<file path="src/rtl/noise_pkg.sv">
package noise_pkg;

  // Strobes handed from the control to the shift-register datapath
  typedef struct packed {
    logic load;    // restart: clear the register
    logic step;    // advance the register by one
    logic narrow;  // mirror feedback into the short-sequence bit
  } lfsrCtl_t;

endpackage

</file>
<file path="src/rtl/noise_period.sv">
module noise_period #(
  parameter int CODE_W  = 3,
  parameter int SHIFT_W = 4,
  parameter int LEN_W   = 19
) (
  input  logic [CODE_W-1:0]  code,
  input  logic [SHIFT_W-1:0] shiftAmt,
  output logic [LEN_W-1:0]   sampleLen
);

  localparam int DIV_W = CODE_W + 1;

  logic [DIV_W-1:0] divisor;

  always_comb begin
    divisor   = (code == '0) ? DIV_W'(1) : {code, 1'b0};
    sampleLen = (LEN_W'(divisor) << shiftAmt) - LEN_W'(1);
  end

endmodule

</file>
<file path="src/rtl/noise_ctrl.sv">
module noise_ctrl
  import noise_pkg::*;
#(
  parameter int CODE_W  = 3,
  parameter int SHIFT_W = 4,
  parameter int LEN_W   = 19,
  parameter int CNT_W   = 22,
  parameter int ALIGN_W = 8,
  parameter int REG_W   = 8
) (
  input  logic               clk,
  input  logic               rst_n,
  input  logic               tick,
  input  logic               freqWe,
  input  logic [REG_W-1:0]   freqData,
  input  logic               trigWe,
  input  logic [REG_W-1:0]   trigData,
  input  logic               chanActive,
  input  logic [LEN_W-1:0]   sampleLen,
  output logic [CODE_W-1:0]  codeQ,
  output logic [SHIFT_W-1:0] shiftQ,
  output lfsrCtl_t           ctl,
  output logic [CNT_W-1:0]   cntQ,
  output logic [CNT_W-1:0]   reloadVal,
  output logic [ALIGN_W-1:0] alignQ,
  output logic               phaseQ
);

  localparam int NARROW_POS = CODE_W;
  localparam int TRIG_POS   = REG_W - 1;

  logic             narrowQ;
  logic             trigHit;
  logic             codeIsOne;
  logic             codeOther;
  logic             alignLow;
  logic [CNT_W-1:0] trigInit;

  always_comb begin
    trigHit   = trigWe & trigData[TRIG_POS];
    reloadVal = CNT_W'({sampleLen, 2'b11});
    codeIsOne = (codeQ == CODE_W'(1));
    codeOther = (codeQ != '0) & ~codeIsOne;
    alignLow  = ~alignQ[1];
    trigInit  = CNT_W'({sampleLen, 1'b0}) + CNT_W'(6) - CNT_W'(phaseQ);
    if (alignLow && codeIsOne) trigInit = trigInit + CNT_W'(2);
    if (alignLow && codeOther) trigInit = trigInit - CNT_W'(2);
    if (chanActive)            trigInit = trigInit + CNT_W'(2);
    ctl.load   = trigHit;
    ctl.step   = tick & ~trigHit & (cntQ == '0);
    ctl.narrow = narrowQ;
  end

  always_ff @(posedge clk) begin
    if (!rst_n) begin
      codeQ   <= '0;
      shiftQ  <= '0;
      narrowQ <= 1'b0;
      cntQ    <= '0;
      alignQ  <= '0;
      phaseQ  <= 1'b1;
    end else begin
      if (freqWe) begin
        codeQ   <= freqData[CODE_W-1:0];
        narrowQ <= freqData[NARROW_POS];
        shiftQ  <= freqData[REG_W-1:NARROW_POS+1];
      end
      if (tick) begin
        alignQ <= alignQ + ALIGN_W'(1);
        phaseQ <= ~phaseQ;
      end
      if (trigHit) begin
        cntQ <= trigInit;
      end else if (tick) begin
        cntQ <= (cntQ == '0) ? reloadVal : cntQ - CNT_W'(1);
      end
    end
  end

endmodule

</file>
<file path="src/rtl/noise_lfsr.sv">
module noise_lfsr
  import noise_pkg::*;
#(
  parameter int LFSR_W     = 15,
  parameter int NARROW_BIT = 6
) (
  input  logic              clk,
  input  logic              rst_n,
  input  lfsrCtl_t          ctl,
  output logic [LFSR_W-1:0] lfsrQ
);

  logic              feedback;
  logic [LFSR_W-1:0] shifted;

  always_comb begin
    feedback            = ~(lfsrQ[0] ^ lfsrQ[1]);
    shifted             = lfsrQ >> 1;
    shifted[LFSR_W-1]   = feedback;
    if (ctl.narrow) shifted[NARROW_BIT] = feedback;
  end

  always_ff @(posedge clk) begin
    if (!rst_n || ctl.load) lfsrQ <= '0;
    else if (ctl.step)      lfsrQ <= shifted;
  end

endmodule

</file>
<file path="src/rtl/noise_gen.sv">
module noise_gen
  import noise_pkg::*;
#(
  parameter int CODE_W     = 3,
  parameter int SHIFT_W    = 4,
  parameter int ALIGN_W    = 8,
  parameter int LFSR_W     = 15,
  parameter int NARROW_BIT = 6
) (
  input  logic       clk,
  input  logic       rst_n,
  input  logic       tick,
  input  logic       freqWe,
  input  logic [7:0] freqData,
  input  logic       trigWe,
  input  logic [7:0] trigData,
  input  logic       chanActive,
  output logic       noiseOut
);

  localparam int REG_W = 8;
  localparam int LEN_W = CODE_W + (1 << SHIFT_W);
  localparam int CNT_W = LEN_W + 3;

  logic [CODE_W-1:0]  codeQ;
  logic [SHIFT_W-1:0] shiftQ;
  logic [LEN_W-1:0]   sampleLen;
  logic [CNT_W-1:0]   cntQ;
  logic [CNT_W-1:0]   reloadVal;
  logic [ALIGN_W-1:0] alignQ;
  logic               phaseQ;
  logic [LFSR_W-1:0]  lfsrQ;
  lfsrCtl_t           ctl;

  noise_period #(
    .CODE_W(CODE_W), .SHIFT_W(SHIFT_W), .LEN_W(LEN_W)
  ) u_period (
    .code(codeQ), .shiftAmt(shiftQ), .sampleLen(sampleLen)
  );

  noise_ctrl #(
    .CODE_W(CODE_W), .SHIFT_W(SHIFT_W), .LEN_W(LEN_W),
    .CNT_W(CNT_W), .ALIGN_W(ALIGN_W), .REG_W(REG_W)
  ) u_ctrl (
    .clk(clk), .rst_n(rst_n), .tick(tick),
    .freqWe(freqWe), .freqData(freqData),
    .trigWe(trigWe), .trigData(trigData), .chanActive(chanActive),
    .sampleLen(sampleLen), .codeQ(codeQ), .shiftQ(shiftQ), .ctl(ctl),
    .cntQ(cntQ), .reloadVal(reloadVal), .alignQ(alignQ), .phaseQ(phaseQ)
  );

  noise_lfsr #(
    .LFSR_W(LFSR_W), .NARROW_BIT(NARROW_BIT)
  ) u_lfsr (
    .clk(clk), .rst_n(rst_n), .ctl(ctl), .lfsrQ(lfsrQ)
  );

  assign noiseOut = ~lfsrQ[0];

endmodule

</file>
<file path="config.mk">
export PLATFORM = sky130hd
export DESIGN_NAME = noise_gen
export DESIGN_NICKNAME = d
export VERILOG_FILES = /design/src/rtl/noise_pkg.sv /design/src/rtl/noise_period.sv /design/src/rtl/noise_ctrl.sv /design/src/rtl/noise_lfsr.sv /design/src/rtl/noise_gen.sv
export SDC_FILE = /design/constraint.sdc
export NUM_CORES = 1
export LEC_CHECK = 0
export ABC_CLOCK_PERIOD_IN_PS = 7910
export BUFFER_PORTS_ARGS = -buffer_cell sky130_fd_sc_hd__buf_2
export CORE_ASPECT_RATIO = 1.1
export CORE_MARGIN = 5
export CORE_UTILIZATION = 30
export DETAILED_ROUTE_END_ITERATION = 7
export PLACE_DENSITY_LB_ADDON = 0.2
export SYNTH_ARGS = -nofsm -noshare
export SYNTH_HDL_FRONTEND = slang
export SYNTH_HIERARCHICAL = 1
export SYNTH_SLANG_ARGS = --single-unit
</file>
<file path="constraint.sdc">
create_clock -name clk -period 7.91 [get_ports clk]
set_input_delay 0.3955 -clock clk [delete_from_list [all_inputs] [get_ports clk]]
set_output_delay 0.3955 -clock clk [all_outputs]
set_load 0.05 [all_outputs]
</file>
==> tab_implementation.tex, run 1 <==
\begin{tabular}{lr}
\hline
Metric & Value \\
\hline
\multicolumn{2}{l}{\textbf{Place}} \\
Count of placed standard cells including taps & roughly 1200 \\
Estimated wirelength of the detail-placed design & roughly 14 mm \\
Global placer's final weighted congestion & roughly 0.85 \\
Count of input and output buffers & 15 \\
\multicolumn{2}{l}{\textbf{Die}} \\
Core Region & approximately 21000 um\^{}2 \\
Initial Util & between 30 and 40\% \\
DIE HEIGHT & 164 um \\
Top Ports & 23 \\
Placement row count & 56 \\
Die Footprint & about 25000 um\^{}2 \\
Width of the die & 150 um \\
\multicolumn{2}{l}{\textbf{Clocking}} \\
Root Buffer & sky130\_fd\_sc\_hd\_\_clkbuf\_16 \\
Number of CTS-inserted buffers & 5 \\
Clock slew at reported path FFs & around 0.07 ns \\
Clock insertion delay at the later pin of the skew report & $\sim$0.3 ns \\
Post-CTS Setup Bufs & 0 \\
Depth of the CTS H-tree & 2 \\
Clock tree from TritonCTS & done \\
Number of buffers on the longest clock path & 2 \\
Cts-stage hold buffer count & 0 \\
Clock sink count & 48 \\
Post-cts repair resize count & 0 \\
\multicolumn{2}{l}{\textbf{Logic synthesis}} \\
Nets in the synthesized netlist & just over 900 \\
Gate Count Post-Synth & $\sim$900 \\
Summed instance area of the synthesized netlist & $\sim$6500 um\^{}2 \\
Per-instance average area after synthesis & roughly 7.3 um\^{}2 \\
Synthesis warning total & 6 \\
\multicolumn{2}{l}{\textbf{Drt}} \\
Remaining antenna violation count after routing & 0 \\
Final wirelength & $\sim$18 mm \\
Initial drt markers & 375 \\
Wirelength per Cell & about 15 um \\
Residual DRC & 0 \\
Average via count per standard cell & 5.43 \\
Via Count & 6326 \\
Total iterations of the first detailed-routing run & 5 \\
\multicolumn{2}{l}{\textbf{Timing}} \\
Achievable clock frequency & approximately 150 MHz \\
Clock period minus worst slack & 6.49 ns \\
RSZ-0062 raised after global routing & false \\
Slew at the pin with the worst max-slew slack & approximately 0.93 ns \\
Hold\_ws & 0.336 ns \\
Skew final & around 0.007 ns \\
Fin. max-slew vios & 0 \\
Max-slew headroom at the worst pin & 37.6\% \\
Setup Viol. Count Final & 0 \\
Final Cycle Share & just over 80\% \\
TNS Setup & 0 ns \\
Endpoints failing hold & 0 \\
\multicolumn{2}{l}{\textbf{Final layout}} \\
Number of non-filler instances in the completed layout & between 1000 and 1500 \\
Synthesis-to-layout area growth & 6.66\% \\
Final net count & 923 \\
Most common cell after layout, fill and taps aside & sky130\_fd\_sc\_hd\_\_nor2\_1 \\
Most used cells in the layout excluding fill and tap cells & sky130\_fd\_sc\_hd\_\_nor2\_1 (96), sky130\_fd\_sc\_hd\_\_nand2\_1 (68), sky130\_fd\_sc\_hd\_\_a21oi\_1 (62) \\
Proportion of layout cells with a drive suffix above 1 & 10.5\% \\
Total inserted antenna cells & 0 \\
\multicolumn{2}{l}{\textbf{Power}} \\
Net Sw Frac & roughly half \\
Leakage dissipation & about 2.5 nW \\
Sequential group share of total power & 16.8\% \\
Part of the power in the clock network & 12.1\% \\
Power per cell area & approximately 260 nW/um\^{}2 \\
Power Internal & just under 0.9 mW \\
Share of power burned in combinational logic & between 70\% and 80\% \\
Power spent charging and discharging nets & between 0.9 and 1 mW \\
Peak supply drop & 0.0743 mV \\
\multicolumn{2}{l}{\textbf{Global routing}} \\
GR Layer Usage met3 & less than 1\% \\
Number of antenna violations at the first check in global routing & 0 \\
Peak-usage layer in the global routing report & met2 \\
Via count of the first global-routing pass & 5865 \\
Global-route congestion overflow total & 0 \\
Total global routing track utilization & 14.6\% \\
Wire length of the first global-routing pass & 29.9 mm \\
Routing usage on met2 & between 20\% and 30\% \\
Met1 routing resource usage after global routing & between 20\% and 30\% \\
Largest net degree at the start of global routing & 39 \\
\multicolumn{2}{l}{\textbf{Setup path}} \\
Critical Path AT & $\sim$6.7 ns \\
Reg-to-reg setup timing slack & around 1.4 ns \\
Critical path, cell by cell & nor3\_1 > nand2\_1 > ha\_1 > nand4\_1 > nor2\_1 > a211oi\_1 > a21oi\_1 > inv\_1 > ha\_1 > a21o\_1 > or2\_2 > o21ai\_2 > xor2\_1 > nor2\_1 > a32oi\_2 > a2111oi\_0 > a211oi\_1 > a21oi\_4 > a41oi\_1 > a32oi\_1 > xnor2\_1 > o31ai\_2 \\
WS Path Type & reg2reg \\
Largest stage delay, worst path & approximately 0.77 ns \\
Critical-path top delay cell & sky130\_fd\_sc\_hd\_\_dfxtp\_1 \\
Crit path max fanout & 22 \\
Endpoint type of the worst setup path & register \\
Nature of the critical path startpoint & register \\
Worst endpoint required time & between 8 and 9 ns \\
\multicolumn{2}{l}{\textbf{Worst hold path}} \\
Type of the tightest min-delay check & in2reg \\
\multicolumn{2}{l}{\textbf{Run status}} \\
Outcome & complete, no violations \\
\multicolumn{2}{l}{\textbf{Flow run}} \\
Max Cap Viol & 0 \\
\hline
\end{tabular}
## per-stage QoR
| stage | cell area (um^2) | utilization, % | total power [mW] | worst slack (ns) |
|---|---|---|---|---|
| floorplan | 6500 | - | 1.33 | 2.31 |
| global placement | 6780 | 31.8 | 1.58 | 1.45 |
| detailed placement | 6780 | 31.8 | 1.58 | 1.50 |
| CTS | 6930 | 32.5 | 1.81 | 1.48 |
| global route | 6930 | 32.5 | 1.97 | 0.741 |
| finish | 6930 | 32.5 | 1.80 | 1.42 |
## power groups by stage
stage | combinational [mW] | sequential (mW) | clock (mW)
2_1_floorplan | 1.04 | 0.295 | 0
3_3_place_gp | 1.27 | 0.309 | 0
3_5_place_dp | 1.27 | 0.308 | 0
6_report | 1.28 | 0.303 | 0.218
5_1_grt | 1.43 | 0.308 | 0.235
4_1_cts | 1.28 | 0.303 | 0.229
## final timing paths
kind,startpoint,endpoint,cells past startpoint
max reg2reg,u_ctrl/shiftQ[1]$_SDFFE_PN0P_,u_ctrl/cntQ[16]$_SDFFE_PN0P_,22
min reg2reg,u_lfsr/lfsrQ[6]$_SDFFE_PP0P_,u_lfsr/lfsrQ[6]$_SDFFE_PP0P_,2
max,u_ctrl/shiftQ[1]$_SDFFE_PN0P_,u_ctrl/cntQ[16]$_SDFFE_PN0P_,22
min,freqData[0],u_ctrl/codeQ[0]$_SDFFE_PN0P_,3
## cell type report
type                       instances  area (um^2)
clock buffer                       5          125
clock inverter                     3         23.8
fill                            2357        14400
inverter                          50          188
multi-input combinational        742         5110
sequential                        48          961
tap                              290          363
timing repair buffer              26          158
## worst max-delay path, delay by kind of cell, from the launching register on
kind | cells | cell delay [ns]
and+or+nand+nor | 6 | 1.51
adders and majority gates | 2 | 0.74
buffers and inverters | 1 | 0.08
DFF | 1 | 0.77
AOI/OAI and AO/OA | 11 | 2.38
xor gates and xnor gates | 2 | 0.89
## sequential cells by signal, summed over array words and instances, names as in the netlist
| register | flops |
|---|---|
| u_lfsr/lfsrQ | 15 |
| u_ctrl/alignQ | 2 |
| u_ctrl/cntQ | 22 |
| u_ctrl/phaseQ | 1 |
| u_ctrl/shiftQ | 4 |
| u_ctrl/codeQ | 3 |
| u_ctrl/narrowQ | 1 |
## layer usage
| metal | wire [um] | vias up |
|---|---|---|
| met2 | 8240 | 113 |
| met5 | 0 | - |
| met4 | 358 | 0 |
| met3 | 504 | 20 |
| li1 | - | 3227 |
| met1 | 8880 | 2966 |
Note: power is estimated with default switching activity, not from simulation.
==> inputs of run 2 (changes only) <==
--- a/config.mk
+++ b/config.mk
@@ -5,7 +5,7 @@
 export SDC_FILE = /design/constraint.sdc
 export NUM_CORES = 1
 export LEC_CHECK = 0
-export ABC_CLOCK_PERIOD_IN_PS = 7910
+export ABC_CLOCK_PERIOD_IN_PS = 6800
 export BUFFER_PORTS_ARGS = -buffer_cell sky130_fd_sc_hd__buf_2
 export CORE_ASPECT_RATIO = 1.1
 export CORE_MARGIN = 5
==> constraint.sdc (replaced) <==
create_clock -name clk -period 6.8 [get_ports clk]
set_input_delay 0.34 -clock clk [delete_from_list [all_inputs] [get_ports clk]]
set_output_delay 0.34 -clock clk [all_outputs]
set_load 0.05 [all_outputs]
==> tab_implementation.tex, run 2 (synthesis gave the netlist of run 1 again) <==
\begin{tabular}{lr}
\hline
Metric & Value \\
\hline
\multicolumn{2}{l}{\textbf{Run status}} \\
Outcome & complete, no violations \\
\multicolumn{2}{l}{\textbf{Timing}} \\
Skew final & around 0.011 ns \\
Setup Viol. Count Final & 0 \\
Max-slew headroom at the worst pin & about a third \\
TNS Setup & 0 ns \\
Clock period minus worst slack & roughly 6.3 ns \\
Fin. max-slew vios & 0 \\
Setup ws final & around 0.52 ns \\
RSZ-0062 raised after global routing & false \\
Slew at the pin with the worst max-slew slack & 1.02 ns \\
Final Cycle Share & about 90\% \\
Hold\_ws & $\sim$0.27 ns \\
Endpoints failing hold & 0 \\
Achievable clock frequency & roughly 160 MHz \\
\multicolumn{2}{l}{\textbf{Global routing}} \\
Global-route congestion overflow total & 0 \\
Via count of the first global-routing pass & around 6000 \\
Wire length of the first global-routing pass & approximately 31 mm \\
Largest net degree at the start of global routing & 34 \\
Total global routing track utilization & 15.0\% \\
Number of antenna violations at the first check in global routing & 0 \\
\multicolumn{2}{l}{\textbf{Worst hold path}} \\
Type of the tightest min-delay check & in2reg \\
Cell depth of the worst hold path & 3 \\
Startpoint of the most critical hold path & freqData[5] \\
End point of the most critical hold path & u\_ctrl/shiftQ[1]\$\_SDFFE\_PN0P\_ \\
\multicolumn{2}{l}{\textbf{Drt}} \\
Average via count per standard cell & between 5 and 6 \\
Residual DRC & 0 \\
Via Count & about 6300 \\
Initial drt markers & 375 \\
Wirelength per Cell & 15.9 um \\
Final wirelength & about 19 mm \\
Remaining antenna violation count after routing & 0 \\
Total iterations of the first detailed-routing run & 5 \\
\multicolumn{2}{l}{\textbf{Final layout}} \\
Most used cells in the layout excluding fill and tap cells & sky130\_fd\_sc\_hd\_\_nor2\_1 (96), sky130\_fd\_sc\_hd\_\_nand2\_1 (68), sky130\_fd\_sc\_hd\_\_a21oi\_1 (62) \\
Final net count & 933 \\
Registers with the highest flip-flop counts & u\_ctrl/cntQ: 22 flops, u\_lfsr/lfsrQ: 15 flops, u\_ctrl/shiftQ: 4 flops \\
Footprint of the multi-input gates & between 5000 and 6000 um\^{}2 \\
Seq. cell area & 961 um\^{}2 \\
Total inserted antenna cells & 0 \\
Number of flip-flops in the largest register & 22 \\
Filler Cells Inserted & $\sim$2400 \\
Top reg by flops & u\_ctrl/cntQ \\
Most common cell after layout, fill and taps aside & sky130\_fd\_sc\_hd\_\_nor2\_1 \\
Share of the core filled with cells in the final layout & approximately 33\% \\
Synthesis-to-layout area growth & 8.26\% \\
Proportion of layout cells with a drive suffix above 1 & 11.7\% \\
\multicolumn{2}{l}{\textbf{Clocking}} \\
Number of buffers on the longest clock path & 2 \\
Clock insertion delay at the later pin of the skew report & approximately 0.30 ns \\
Depth of the CTS H-tree & 2 \\
Number of CTS-inserted buffers & 5 \\
Root Buffer & sky130\_fd\_sc\_hd\_\_clkbuf\_16 \\
Cts-stage hold buffer count & 0 \\
Clock slew at reported path FFs & 0.08 ns \\
Clock sink count & 48 \\
Clock tree from TritonCTS & done \\
\multicolumn{2}{l}{\textbf{Power}} \\
Power Internal & between 1 and 1.5 mW \\
Part of the power in the clock network & a little over an eighth \\
Peak supply drop & roughly 0.11 mV \\
Power per cell area & 309 nW/um\^{}2 \\
Sequential group share of total power & $\sim$16\% \\
Final total power & about 2.2 mW \\
Share of power burned in combinational logic & 70.2\% \\
Net Sw Frac & 50.3\% \\
Leakage dissipation & $\sim$2.6 nW \\
Power spent charging and discharging nets & 1.09 mW \\
\multicolumn{2}{l}{\textbf{Setup path}} \\
Critical path, cell by cell & buf\_4 > or4b\_1 > nor3\_1 > a21oi\_1 > a21oi\_1 > a22o\_1 > inv\_1 > ha\_1 > a21oi\_1 > o311ai\_1 > a2111oi\_2 > nor2\_1 > nor2b\_1 > a32oi\_2 > a21o\_1 > or3\_4 > a21oi\_4 > a41oi\_1 > a32oi\_1 > xnor2\_1 > o31ai\_2 \\
Crit path max fanout & 14 \\
Register-to-Register Path Depth & 21 \\
Endpoint type of the worst setup path & register \\
Cell with the most instances on the worst path & sky130\_fd\_sc\_hd\_\_a21oi\_1 \\
Destination of the worst register-to-register timing path & u\_ctrl/cntQ[16]\$\_SDFFE\_PN0P\_ \\
Reg-to-reg startpoint & u\_ctrl/codeQ[0]\$\_SDFFE\_PN0P\_ \\
Nature of the critical path startpoint & register \\
Critical Path AT & $\sim$6.4 ns \\
Worst endpoint required time & $\sim$7.0 ns \\
WS Path Type & reg2reg \\
Reg-to-reg setup timing slack & between 0.5 and 0.6 ns \\
Largest stage delay, worst path & between 0.5 and 0.6 ns \\
Critical-path top delay cell & sky130\_fd\_sc\_hd\_\_or4b\_1 \\
\multicolumn{2}{l}{\textbf{Flow run}} \\
Max Cap Viol & 0 \\
\multicolumn{2}{l}{\textbf{Place}} \\
Estimated wirelength of the detail-placed design & 14.5 mm \\
Count of input and output buffers & 15 \\
Global placer's final weighted congestion & 0.868 \\
Setup WS pre-CTS & about 0.44 ns \\
\multicolumn{2}{l}{\textbf{Die}} \\
Top Ports & 23 \\
Die Footprint & between 20000 and 25000 um\^{}2 \\
Width of the die & roughly 150 um \\
Core Region & 21300 um\^{}2 \\
DIE HEIGHT & roughly 160 um \\
Placement row count & 56 \\
Initial Util & a little under a third \\
\hline
\end{tabular}
run 2: cell count changes in the layout (fill, tap and decap cells not counted), sizes merged:
| cell | change |
|---|---|
| buf | +10 |
| bufinv | +1 |
| inv | +1 |
| clkinv | -1 |
| clkinvlp | -1 |
run 2: repair_timing:
item,in CTS,in global routing
resized for setup,0,2
hold endpoints to repair,0,0
setup endpoints to repair,0,5
buffers inserted,0,2
run 2: critical path: cells and delay by family, from the launching register on:
family | cells | cell delay [ns]
AO/OA/AOI/OAI | 12 | 2.91
AND/OR/NAND/NOR | 5 | 1.84
flip-flops | 1 | 0.44
adder cells (fa/ha/maj) | 1 | 0.37
buffers and inverters | 2 | 0.32
XOR/XNOR | 1 | 0.23
run 2: layout make-up:
class	count	share of cell area, %
multi-input combinational	742	72.8
sequential	48	13.7
tap	290	5.16
timing repair buffer	36	3.31
inverter	50	2.67
clock buffer	5	1.78
clock inverter	3	0.658
run 2: worst max path at each step:
stage,startpoint,cells after the start,end
after floorplan,u_ctrl/shiftQ[1]$_SDFFE_PN0P_,25,u_ctrl/cntQ[19]$_SDFFE_PN0P_
after global placement,u_ctrl/codeQ[0]$_SDFFE_PN0P_,22,u_ctrl/cntQ[18]$_SDFFE_PN0P_
after detailed placement,u_ctrl/shiftQ[0]$_SDFFE_PN0P_,21,u_ctrl/cntQ[18]$_SDFFE_PN0P_
after CTS,u_ctrl/shiftQ[0]$_SDFFE_PN0P_,21,u_ctrl/cntQ[18]$_SDFFE_PN0P_
after global routing,u_ctrl/codeQ[0]$_SDFFE_PN0P_,22,u_ctrl/cntQ[18]$_SDFFE_PN0P_
final,u_ctrl/codeQ[0]$_SDFFE_PN0P_,21,u_ctrl/cntQ[16]$_SDFFE_PN0P_
run 2: power by group through the flow:
stage	Clock [mW]	Combinational (mW)	Sequential (mW)
global placement	0	1.51	0.357
detailed placement	0	1.50	0.357
finish	0.297	1.52	0.351
floorplan	0	1.21	0.344
global route	0.318	1.70	0.358
CTS	0.310	1.51	0.350
run 2: stage by stage:
| stage | cell area [um^2] | instances |
|---|---|---|
| detailed placement | 6840 | 1164 |
| finish | 7030 | 1174 |
| global route | 7030 | 1174 |
| global placement | 6840 | 1164 |
| CTS | 7010 | 1172 |
| floorplan | 6500 | 884 |
run 2: metal layers:
metal  GRT usage [%]  part of all wire (%)  up-vias
li1                -                     -     3244
met1            20.1                    48     2981
met2            26.0                    48       96
met3            1.10                   2.7       21
met4            4.03                   1.9        0
met5               0                     0        -
==> inputs of run 3 (changes only) <==
--- a/config.mk
+++ b/config.mk
@@ -5,13 +5,13 @@
 export SDC_FILE = /design/constraint.sdc
 export NUM_CORES = 1
 export LEC_CHECK = 0
+export ABC_AREA = 1
 export ABC_CLOCK_PERIOD_IN_PS = 6800
 export BUFFER_PORTS_ARGS = -buffer_cell sky130_fd_sc_hd__buf_2
 export CORE_ASPECT_RATIO = 1.1
 export CORE_MARGIN = 5
 export CORE_UTILIZATION = 30
 export DETAILED_ROUTE_END_ITERATION = 7
-export PLACE_DENSITY_LB_ADDON = 0.2
 export SYNTH_ARGS = -nofsm -noshare
 export SYNTH_HDL_FRONTEND = slang
 export SYNTH_HIERARCHICAL = 1
==> tab_implementation.tex, run 3 <==
\begin{tabular}{lr}
\hline
Metric & Value \\
\hline
\multicolumn{2}{l}{\textbf{Power}} \\
Leakage dissipation & between 3 and 4 nW \\
Peak supply drop & $\sim$0.13 mV \\
Part of the power in the clock network & roughly a tenth \\
Sequential group share of total power & about an eighth \\
Net Sw Frac & approximately 59\% \\
Power per cell area & roughly 370 nW/um\^{}2 \\
Power Internal & 1.16 mW \\
Share of power burned in combinational logic & between 70\% and 80\% \\
Final total power & around 2.8 mW \\
Power spent charging and discharging nets & 1.68 mW \\
\multicolumn{2}{l}{\textbf{Global routing}} \\
Total global routing track utilization & $\sim$14\% \\
Largest net degree at the start of global routing & 32 \\
Global-route congestion overflow total & 0 \\
Via count of the first global-routing pass & a little under 7000 \\
Number of antenna violations at the first check in global routing & 0 \\
Wire length of the first global-routing pass & roughly 32 mm \\
\multicolumn{2}{l}{\textbf{Setup path}} \\
Reg-to-reg startpoint & u\_ctrl/shiftQ[2]\$\_SDFFE\_PN0P\_ \\
Critical Path AT & 5.66 ns \\
Nature of the critical path startpoint & register \\
Worst endpoint required time & roughly 7 ns \\
Largest stage delay, worst path & between 0.6 and 0.7 ns \\
Critical-path top delay cell & sky130\_fd\_sc\_hd\_\_dfxtp\_1 \\
Crit path max fanout & 15 \\
WS Path Type & reg2reg \\
Endpoint type of the worst setup path & register \\
Worst setup path startpoint & u\_ctrl/shiftQ[2]\$\_SDFFE\_PN0P\_ \\
Cell with the most instances on the worst path & sky130\_fd\_sc\_hd\_\_nand2\_1 \\
\multicolumn{2}{l}{\textbf{Drt}} \\
Met1 wire length & between 8 and 9 mm \\
Average via count per standard cell & around 4.8 \\
Final wirelength & about 19 mm \\
Amount of wire on met2 after detailed routing & 8.81 mm \\
Via Count & approximately 7400 \\
Wirelength per Cell & around 12 um \\
Remaining antenna violation count after routing & 0 \\
Highest layer used for signal routing & met4 \\
Initial drt markers & 365 \\
Residual DRC & 0 \\
Met3 routed wirelength & a little under 500 um \\
Total iterations of the first detailed-routing run & 5 \\
\multicolumn{2}{l}{\textbf{Clocking}} \\
Clock slew at reported path FFs & around 0.070 ns \\
Depth of the CTS H-tree & 2 \\
Root Buffer & sky130\_fd\_sc\_hd\_\_clkbuf\_16 \\
Post-cts repair resize count & 0 \\
Cts-stage hold buffer count & 0 \\
Clock insertion delay at the later pin of the skew report & a little under 0.3 ns \\
Number of buffers on the longest clock path & 2 \\
Number of CTS-inserted buffers & 5 \\
Post-CTS Setup Bufs & 0 \\
Clock sink count & 48 \\
Clock tree from TritonCTS & done \\
\multicolumn{2}{l}{\textbf{Logic synthesis}} \\
Summed instance area of the synthesized netlist & about 7100 um\^{}2 \\
Nets in the synthesized netlist & between 1000 and 1500 \\
Per-instance average area after synthesis & approximately 5.7 um\^{}2 \\
Gate Count Post-Synth & between 1000 and 1500 \\
Synthesis warning total & 6 \\
\multicolumn{2}{l}{\textbf{Final layout}} \\
Filler Cells Inserted & 2655 \\
Final net count & around 1300 \\
Total inserted antenna cells & 0 \\
Proportion of layout cells with a drive suffix above 1 & 15.3\% \\
Most used cells in the layout excluding fill and tap cells & sky130\_fd\_sc\_hd\_\_nand2\_1 (358), sky130\_fd\_sc\_hd\_\_inv\_1 (168), sky130\_fd\_sc\_hd\_\_nor2\_1 (123) \\
Top reg by flops & u\_ctrl/cntQ \\
Most common cell after layout, fill and taps aside & sky130\_fd\_sc\_hd\_\_nand2\_1 \\
Registers with the highest flip-flop counts & u\_ctrl/cntQ: 22 flops, u\_lfsr/lfsrQ: 15 flops, u\_ctrl/shiftQ: 4 flops \\
Number of flip-flops in the largest register & 22 \\
Synthesis-to-layout area growth & 7.22\% \\
\multicolumn{2}{l}{\textbf{Flow run}} \\
Max Cap Viol & 0 \\
\multicolumn{2}{l}{\textbf{Die}} \\
Core Region & approximately 23000 um\^{}2 \\
Placement row count & between 50 and 60 \\
Width of the die & around 160 um \\
Initial Util & a little under a third \\
DIE HEIGHT & 171 um \\
Die Footprint & between 20000 and 30000 um\^{}2 \\
Top Ports & 23 \\
\multicolumn{2}{l}{\textbf{Timing}} \\
Endpoints failing hold & 0 \\
Achievable clock frequency & about 180 MHz \\
RSZ-0062 raised after global routing & false \\
Max-slew headroom at the worst pin & 46.8\% \\
Skew final & approximately 0.0085 ns \\
Final Cycle Share & 79.9\% \\
TNS Setup & 0 ns \\
Slew at the pin with the worst max-slew slack & just under 0.8 ns \\
Setup Viol. Count Final & 0 \\
Clock period minus worst slack & between 5 and 6 ns \\
Fin. max-slew vios & 0 \\
\multicolumn{2}{l}{\textbf{Place}} \\
Count of input and output buffers & 15 \\
Estimated wirelength of the detail-placed design & around 16 mm \\
Global placer's final weighted congestion & about 0.91 \\
\multicolumn{2}{l}{\textbf{Worst hold path}} \\
Type of the tightest min-delay check & in2reg \\
Startpoint of the most critical hold path & freqData[5] \\
\multicolumn{2}{l}{\textbf{Run status}} \\
Outcome & complete, no violations \\
\hline
\end{tabular}
-- run 3: path summary, 6_finish.rpt --
| kind | endpoint | slack [ns] | cells after the start |
|---|---|---|---|
| max | u_ctrl/cntQ[21]$_SDFFE_PN0P_ | 1.37 | 29 |
| min | u_ctrl/shiftQ[1]$_SDFFE_PN0P_ | 0.27 | 3 |
| max reg2reg | u_ctrl/cntQ[21]$_SDFFE_PN0P_ | 1.37 | 29 |
| min reg2reg | u_lfsr/lfsrQ[13]$_SDFFE_PP0P_ | 0.46 | 2 |
-- run 3: per-layer routing --
layer  global-route usage, %  vias to the layer above
li1                        -                     3996
met4                    4.53                        0
met1                    18.3                     3279
met5                       0                        -
met3                    1.04                       26
met2                    24.9                      108
-- run 3: layout make-up --
type / instances / area, um^2 / area share (%)
inverter: 190 / 722 / 9.52
timing repair buffer: 17 / 90.1 / 1.19
multi-input combinational: 984 / 5250 / 69.2
clock inverter: 2 / 38.8 / 0.511
sequential: 48 / 961 / 12.7
clock buffer: 6 / 139 / 1.83
tap: 305 / 382 / 5.03
-- run 3: per-stage QoR --
stage | area, um^2 | setup slack [ns] | hold slack (ns) | std cells | utilization, %
after floorplan | 7070 | 2.54 | 0.433 | 1245 | -
after global placement | 7410 | 1.49 | 0.440 | 1544 | 31.5
after detailed placement | 7410 | 1.45 | 0.454 | 1544 | 31.5
after CTS | 7580 | 1.40 | 0.263 | 1552 | 32.3
after global routing | 7580 | 0.771 | 0.279 | 1552 | 32.3
final | 7580 | 1.37 | 0.265 | 1552 | 32.3
-- run 3: power by group through the flow --
stage	combinational, mW	sequential [mW]	clock (mW)
after global routing	2.53	0.349	0.315
after detailed placement	2.19	0.350	0
after global placement	2.16	0.350	0
after CTS	2.20	0.344	0.302
after floorplan	1.80	0.339	0
final	2.20	0.344	0.294
-- run 3: worst max-delay path, delay by kind of cell (launching register included) --
kind | cells | cell delay [ns]
flops | 1 | 0.62
simple gates | 22 | 2.75
xor+xnor | 1 | 0.48
buf+inv | 2 | 0.43
compound gates | 2 | 0.41
fa+ha+maj | 2 | 0.69
